<file path="src/rtl/pio_pkg.sv">
package pio_pkg;
  localparam int ST_RX_FULL  = 0;
  localparam int ST_TX_EMPTY = 1;
  localparam int ST_PAR_ERR  = 2;
  localparam int ST_OVR_IN   = 3;
  localparam int ST_OVR_OUT  = 4;
  localparam int ST_BITS     = 5;

  typedef struct packed {
    logic rd_data;
    logic rd_stat;
    logic wr_data;
    logic wr_ctrl;
  } pio_sel_t;
endpackage

</file>
<file path="src/rtl/pio_decode.sv">
module pio_decode
  import pio_pkg::*;
#(
  parameter int                ADDR_W    = 8,
  parameter logic [ADDR_W-1:0] BASE_ADDR = 'h40
) (
  input  logic              clk_i,
  input  logic              rst_ni,
  input  logic [ADDR_W-1:0] addr_i,
  input  logic              io_i,
  input  logic              rd_i,
  input  logic              wr_i,
  output pio_sel_t          sel_o
);
  logic hit, rd_only, wr_only, a0;

  assign hit     = io_i && (addr_i[ADDR_W-1:1] == BASE_ADDR[ADDR_W-1:1]);
  assign rd_only = hit & rd_i & ~wr_i;
  assign wr_only = hit & wr_i & ~rd_i;
  assign a0      = addr_i[0];

  assign sel_o.rd_data = rd_only & ~a0;
  assign sel_o.rd_stat = rd_only &  a0;
  assign sel_o.wr_data = wr_only & ~a0;
  assign sel_o.wr_ctrl = wr_only &  a0;

  p_onehot_sel_r2: assert property (@(posedge clk_i) disable iff (!rst_ni)
    $onehot0({sel_o.rd_data, sel_o.rd_stat, sel_o.wr_data, sel_o.wr_ctrl}));
endmodule

</file>
<file path="src/rtl/pio_rx.sv">
module pio_rx #(
  parameter int DATA_W = 8
) (
  input  logic              clk_i,
  input  logic              rst_ni,
  input  logic              odd_i,
  input  logic              valid_i,
  input  logic [DATA_W-1:0] data_i,
  input  logic              par_i,
  input  logic              rd_data_i,
  input  logic              clr_err_i,
  output logic [DATA_W-1:0] buf_o,
  output logic              full_o,
  output logic              par_err_o,
  output logic              ovr_o
);
  logic bad;
  assign bad = ((^data_i) ^ par_i) != odd_i;

  always_ff @(posedge clk_i or negedge rst_ni) begin
    if (!rst_ni) begin
      buf_o     <= '0;
      full_o    <= 1'b0;
      par_err_o <= 1'b0;
      ovr_o     <= 1'b0;
    end else begin
      if (valid_i) buf_o <= data_i;

      if (valid_i)        full_o <= 1'b1;
      else if (rd_data_i) full_o <= 1'b0;

      // a new event wins over a clear in the same cycle
      if (valid_i && bad) par_err_o <= 1'b1;
      else if (clr_err_i) par_err_o <= 1'b0;

      if (valid_i && full_o && !rd_data_i) ovr_o <= 1'b1;
      else if (clr_err_i)                  ovr_o <= 1'b0;
    end
  end

  p_par_err_r5: assert property (@(posedge clk_i) disable iff (!rst_ni)
    (valid_i && bad) |=> par_err_o);
  p_ovr_in_r7: assert property (@(posedge clk_i) disable iff (!rst_ni)
    (valid_i && full_o && !rd_data_i) |=> (ovr_o && full_o));
  p_full_clr_r6: assert property (@(posedge clk_i) disable iff (!rst_ni)
    (rd_data_i && !valid_i) |=> !full_o);
endmodule

</file>
<file path="src/rtl/pio_tx.sv">
module pio_tx #(
  parameter int DATA_W = 8
) (
  input  logic              clk_i,
  input  logic              rst_ni,
  input  logic              odd_i,
  input  logic              wr_data_i,
  input  logic [DATA_W-1:0] wdata_i,
  input  logic              taken_i,
  input  logic              clr_err_i,
  output logic [DATA_W-1:0] data_o,
  output logic              par_o,
  output logic              valid_o,
  output logic              ovr_o
);
  always_ff @(posedge clk_i or negedge rst_ni) begin
    if (!rst_ni) begin
      data_o  <= '0;
      valid_o <= 1'b0;
      ovr_o   <= 1'b0;
    end else begin
      if (wr_data_i) data_o <= wdata_i;

      if (wr_data_i)    valid_o <= 1'b1;
      else if (taken_i) valid_o <= 1'b0;

      if (wr_data_i && valid_o && !taken_i) ovr_o <= 1'b1;
      else if (clr_err_i)                   ovr_o <= 1'b0;
    end
  end

  // parity follows the live control setting at send time
  assign par_o = (^data_o) ^ odd_i;

  p_tx_hold_r8: assert property (@(posedge clk_i) disable iff (!rst_ni)
    (valid_o && !taken_i && !wr_data_i) |=> (valid_o && $stable(data_o)));
  p_tx_drop_r8: assert property (@(posedge clk_i) disable iff (!rst_ni)
    (valid_o && taken_i && !wr_data_i) |=> !valid_o);
  p_ovr_out_r9: assert property (@(posedge clk_i) disable iff (!rst_ni)
    (wr_data_i && valid_o && !taken_i) |=> ovr_o);
endmodule

</file>
<file path="src/rtl/pio_port.sv">
module pio_port
  import pio_pkg::*;
#(
  parameter int                ADDR_W    = 8,
  parameter int                DATA_W    = 8,
  parameter logic [ADDR_W-1:0] BASE_ADDR = 'h40
) (
  input  logic              clk_i,
  input  logic              rst_ni,
  input  logic [ADDR_W-1:0] bus_addr_i,
  input  logic              bus_io_i,
  input  logic              bus_rd_i,
  input  logic              bus_wr_i,
  input  logic [DATA_W-1:0] bus_wdata_i,
  output logic [DATA_W-1:0] bus_rdata_o,
  input  logic              dev_rx_valid_i,
  input  logic [DATA_W-1:0] dev_rx_data_i,
  input  logic              dev_rx_par_i,
  output logic              dev_tx_valid_o,
  output logic [DATA_W-1:0] dev_tx_data_o,
  output logic              dev_tx_par_o,
  input  logic              dev_tx_taken_i
);
  localparam int PAD_W = DATA_W - ST_BITS;

  pio_sel_t            sel;
  logic                odd_q;
  logic [DATA_W-1:0]   rx_buf;
  logic                rx_full, par_err, ovr_in, ovr_out;
  logic [ST_BITS-1:0]  stat_bits;
  logic [DATA_W-1:0]   status;

  pio_decode #(.ADDR_W(ADDR_W), .BASE_ADDR(BASE_ADDR)) u_decode (
    .clk_i  (clk_i),
    .rst_ni (rst_ni),
    .addr_i (bus_addr_i),
    .io_i   (bus_io_i),
    .rd_i   (bus_rd_i),
    .wr_i   (bus_wr_i),
    .sel_o  (sel)
  );

  always_ff @(posedge clk_i or negedge rst_ni) begin
    if (!rst_ni)          odd_q <= 1'b0;
    else if (sel.wr_ctrl) odd_q <= bus_wdata_i[0];
  end

  pio_rx #(.DATA_W(DATA_W)) u_rx (
    .clk_i     (clk_i),
    .rst_ni    (rst_ni),
    .odd_i     (odd_q),
    .valid_i   (dev_rx_valid_i),
    .data_i    (dev_rx_data_i),
    .par_i     (dev_rx_par_i),
    .rd_data_i (sel.rd_data),
    .clr_err_i (sel.rd_stat),
    .buf_o     (rx_buf),
    .full_o    (rx_full),
    .par_err_o (par_err),
    .ovr_o     (ovr_in)
  );

  pio_tx #(.DATA_W(DATA_W)) u_tx (
    .clk_i     (clk_i),
    .rst_ni    (rst_ni),
    .odd_i     (odd_q),
    .wr_data_i (sel.wr_data),
    .wdata_i   (bus_wdata_i),
    .taken_i   (dev_tx_taken_i),
    .clr_err_i (sel.rd_stat),
    .data_o    (dev_tx_data_o),
    .par_o     (dev_tx_par_o),
    .valid_o   (dev_tx_valid_o),
    .ovr_o     (ovr_out)
  );

  always_comb begin
    stat_bits              = '0;
    stat_bits[ST_RX_FULL]  = rx_full;
    stat_bits[ST_TX_EMPTY] = ~dev_tx_valid_o;
    stat_bits[ST_PAR_ERR]  = par_err;
    stat_bits[ST_OVR_IN]   = ovr_in;
    stat_bits[ST_OVR_OUT]  = ovr_out;
  end

  generate
    if (PAD_W > 0) begin : g_pad
      assign status = {{PAD_W{1'b0}}, stat_bits};
    end else begin : g_nopad
      assign status = stat_bits[DATA_W-1:0];
    end
  endgenerate

  always_comb begin
    unique case (1'b1)
      sel.rd_data: bus_rdata_o = rx_buf;
      sel.rd_stat: bus_rdata_o = status;
      default:     bus_rdata_o = '0;
    endcase
  end

  p_mem_quiet_r1: assert property (@(posedge clk_i) disable iff (!rst_ni)
    !bus_io_i |-> (bus_rdata_o == '0));
  p_clear_r11: assert property (@(posedge clk_i) disable iff (!rst_ni)
    (sel.rd_stat && !dev_rx_valid_i) |=> (!par_err && !ovr_in && !ovr_out));
  p_txpar_r10: assert property (@(posedge clk_i) disable iff (!rst_ni)
    dev_tx_valid_o |-> ((^{dev_tx_data_o, dev_tx_par_o}) == odd_q));
  p_empty_r4: assert property (@(posedge clk_i) disable iff (!rst_ni)
    status[ST_TX_EMPTY] == !dev_tx_valid_o);
endmodule

</file>
<file path="config.mk">
export PLATFORM = sky130hd
export DESIGN_NAME = pio_port
export DESIGN_NICKNAME = d
export VERILOG_FILES = /design/src/rtl/pio_pkg.sv /design/src/rtl/pio_decode.sv /design/src/rtl/pio_rx.sv /design/src/rtl/pio_tx.sv /design/src/rtl/pio_port.sv
export SDC_FILE = /design/constraint.sdc
export NUM_CORES = 1
export LEC_CHECK = 0
export ABC_CLOCK_PERIOD_IN_PS = 1700
export CORE_MARGIN = 4
export CORE_UTILIZATION = 30
export CTS_BUF_LIST = sky130_fd_sc_hd__clkbuf_16
export DETAILED_ROUTE_END_ITERATION = 7
export DONT_BUFFER_PORTS = 1
export PLACE_DENSITY = 0.54
export SLEW_MARGIN = 15
export SYNTH_ARGS = -nofsm -noshare
export SYNTH_HDL_FRONTEND = slang
export SYNTH_SLANG_ARGS = --single-unit
</file>
<file path="constraint.sdc">
create_clock -name clk_i -period 1.7 [get_ports clk_i]
set_clock_uncertainty 0.1 [all_clocks]
set_input_delay 0.085 -clock clk_i [delete_from_list [all_inputs] [get_ports clk_i]]
set_output_delay 0.085 -clock clk_i [all_outputs]
set_load 0.02 [all_outputs]
</file>
; After elaboration in Yosys (flattened, before gate mapping)
; Cells that the tools add are included.
; W data, S select, Z words.
[classes]
mux = 9
bitwise_logic = 14
reduce_logical = 15
n_eq_ne = 2
[ops]
columns = op, n
row1 = $pmux W8 S2, 1
row2 = $reduce_xor A8 Y1, 2
row3 = $reduce_bool A2 Y1, 5
row4 = $and A1 B1 Y1, 8
row5 = $mux W1, 8
row6 = $eq A7 B6 Y1 const B, 1
row7 = $logic_and A1 B1 Y1, 6
row8 = $not A1 Y1, 4
row9 = $logic_not A1 Y1, 2
row10 = $xor A1 B1 Y1, 2
row11 = $ne A1 B1 Y1, 1
[word_totals]
ff_bits = 22
wordCells = 48

; Longest topological paths before layout
[depth]
ltp_word = 8
mapped_depth = 5

; Modules after synthesis
; A second synthesis with hierarchy kept.
[unflattened]
cells_unflattened = 84
area_unflattened_um2 = 1108.6
[by_module_without_submodules]
columns = module, n_inst, area_each_um2, cells_each, seq_area_each_um2
row1 = pio_rx, 1, 488.0, 33, 275.3
row2 = pio_tx, 1, 452.9, 30, 250.2
row3 = pio_port, 1, 106.4, 12, 25.0
row4 = pio_decode, 1, 61.3, 9, 0.0

; Worst setup path after synthesis
; Ideal clock, no wire load.
[synth_path]
kind = reg-to-output
startpoint = register u_tx.data_o[5]
endpoint = output port dev_tx_par_o
path_stages_with_launch = 5
arrival_ps = 1301
n_path_buf = 0
required_time_ps = 1515
setup_slack_ps = 214
path_cell_list = dfrtp_1 xnor2_1 xnor2_1 xnor2_1 xnor2_1
[synth_via]
elab_chain_cells = 2
[synth_lines]
columns = element, line
row1 = from (decl), pio_tx.sv:11  ; output logic [DATA_W-1:0] data_o,
row2 = from (signal assigned), pio_tx.sv:22  ; if (wr_data_i) data_o <= wdata_i;
row3 = $reduce_xor A8 Y1, pio_tx.sv:33  ; assign par_o = (^data_o) ^ odd_i;
row4 = $xor A1 B1 Y1, pio_tx.sv:33
row5 = to (decl), pio_port.sv:21  ; output logic dev_tx_par_o,
; Every way passes these cells.

; Worst setup path in the final report
[layout_path]
startpoint = register u_tx.data_o[7]
endpoint = output port dev_tx_par_o
; The elaborated chain is that of the path after synthesis.

==> results.cfg <==
[run_status]
status = finished, final reports clean

[clock_tree]
clock-root-buffer = clkbuf_16
cts_resized = 0
cts-hold-fix-buffers = 20
clockBufferDepth = 2
htreeDepth = 1
cts_buffers = 3
cts_sinks = 22
cts_setup_buffers = 0
cts_tree = yes
clk_pin_slew_ps = 60
clock_latency_ps = 250

[sta]
hold_viol_final = 0
setup_viol = 0
finalCritPeriodShare = 0.956
fin_tns_setup_ps = 0
rsz0062_at_grt = false
period_needed_ps = 1630
fmax_mhz = 615
final_max_slew_viol_count = 0
relSlewSlack = 0.326
worstMarginPinSlew_ps = 1010

[power_and_ir_drop]
clkPwrFrac = 0.412
netSwitchingFraction = 0.206
irDropWorstVdd_mv = 0.665
power_mw = 1.20
p_switching_uw = 247
p_seq_frac = 0.466
p_leak_nw = 0.683
pwr-share-comb = 0.122
p_per_area_nw_per_um2 = 788
p_int_uw = 954

[cells_and_area]
final_common_cell = dfrtp_1
layout_common_cells = 22 x dfrtp_1, 20 x dlygate4sd3_1, 13 x xnor2_1, 9 x mux2_2, 8 x mux2_4
final_nets = 144
n_antenna_cell = 0
drive_above_1_share = 0.252
num-fill-cells = 335
stdcell_area_um2 = 1530
area_growth_pct = 33.7
multi_input_area_um2 = 563
regArea_um2 = 551

[grt]
grt_pass1_wl_mm = 4.05
grt_pass1_vias = 810
grt_usage = 0.106
grt-ovfl-total = 0
grt_max_degree = 23
antenna_found_initial = 0

[setup_path]
path_max_fanout = 2
path_class = reg2out
required_ps = 1510
crit_arrival_ps = 1440
worstSetupStartpointType = register
end_kind = output pin

[synthesis]
ys_warn_count = 0
synth_cells = 83
synth_area_um2 = 1140
synth_top_cell_by_area = dfrtp_1
synth_top_cell_area_share = 0.482
synth.avg_cell_area_um2 = 13.7
synth.distinct_cells = 23
ys_top_cells_by_area = dfrtp_1 48%, mux2_4 11%, xnor2_1 10%
ys_seq_area_frac = 0.482
synth-seq-cells = 22
synth_nets = 115

[floorplan]
dieHeight_um = 69.7
die_w_um = 69.7
rows = 22
design.die.area_um2 = 4850
initial_core_util = 0.312
core_area_um2 = 3660
io_pins = 50

[run]
max_cap_violations = 0

[drt]
vias = 752
drc = 0
viasPerCell = 4.73
drtIter0Drc = 8
wl_per_cell_um = 15.6
first_pass_iters = 4
wl_mm = 2.48
route.antenna.remaining_nets = 0

[placed_design]
placed_cell_area_um2 = 1250
gp_congestion = 0.761
hpwl_mm = 1.82
port_buffers = 0

[hold_path]
hold_class = in2reg
## power by group through the flow
| stage | sequential, mW | combinational, mW | clock (mW) |
|---|---|---|---|
| global placement | 0.569 | 0.0952 | 0 |
| detailed placement | 0.570 | 0.0971 | 0 |
| CTS | 0.560 | 0.150 | 0.505 |
| finish | 0.559 | 0.147 | 0.495 |
| global route | 0.562 | 0.160 | 0.529 |
| floorplan | 0.568 | 0.0839 | 0 |
## sequential cells by signal, summed over array words and instances (netlist names)
register / count
u_tx.data_o: 8
u_rx.full_o: 1
u_tx.valid_o: 1
u_rx.par_err_o: 1
u_rx.buf_o: 8
u_rx.ovr_o: 1
u_tx.ovr_o: 1
odd_q: 1
## path summary, 6_finish.rpt
path                                start              to  slack, ps  depth (start not counted)
setup / recovery           u_tx.data_o[7]    dev_tx_par_o         70                          5
hold / removal              bus_addr_i[0]           odd_q          6                          2
setup reg to reg                    odd_q  u_rx.par_err_o        160                          4
hold reg to reg             u_rx.buf_o[6]   u_rx.buf_o[6]        400                          1
max in group asynchronous          rst_ni   u_rx.buf_o[0]        540                          1
min in group asynchronous          rst_ni  u_tx.data_o[0]        350                          1
## worst max-delay path: stages, from the launching register on
cell	delay (ps)
dfrtp_1	380
xnor2_1	200
xnor2_1	160
xnor2_1	160
xnor2_1	130
buf_4	160
## logic make-up (layout without fill, tap and decap cells)
| logic type | Yosys count | after routing | synth area share |
|---|---|---|---|
| flops | 22 | 22 | 0.482 |
| buf+inv | 5 | 33 | 0.0241 |
| compound gates | 10 | 10 | 0.0757 |
| simple gates | 13 | 13 | 0.0888 |
| mux | 17 | 17 | 0.194 |
| xor+xnor | 16 | 16 | 0.135 |
## final cells by class
cell class,instances,area share
inverters,2,0.00492
multi-input cells,56,0.369
clock inverters,1,0.00246
clock buffers,3,0.0492
well taps,48,0.0394
flip-flops and latches,22,0.361
repair buffers,27,0.174
## synth_stat cells
library cell	n
buf_6	1
mux2_4	8
and4b_1	2
and3_1	1
a22o_1	5
clkbuf_1	1
inv_1	2
nand2_1	1
xnor3_1	1
xor2_1	2
a32o_1	1
dfrtp_1	22
and2_1	3
buf_2	1
mux2_2	9
nor2_1	2
a21o_1	1
and4bb_1	1
nand4b_1	2
nor4b_2	1
o21bai_1	1
xnor2_1	13
o2bb2ai_1	2
## metrics by stage
stage,hold slack [ps],std cells,util,worst slack [ps]
5_1_grt,10.8,159,0.417,7.75
4_1_cts,9.83,159,0.417,58.3
3_3_place_gp,-310,135,0.340,174
3_5_place_dp,-310,135,0.340,134
6_report,6.43,159,0.417,74.3
2_1_floorplan,-311,83,-,214
## routing by layer
layer,global-route usage,up-vias,wire (um)
met1,0.129,363,1030
met5,0,-,0
met4,0.0191,0,12
met2,0.164,33,1170
li1,-,354,-
met3,0.0594,2,272
Power figures use the tool's default switching activity.
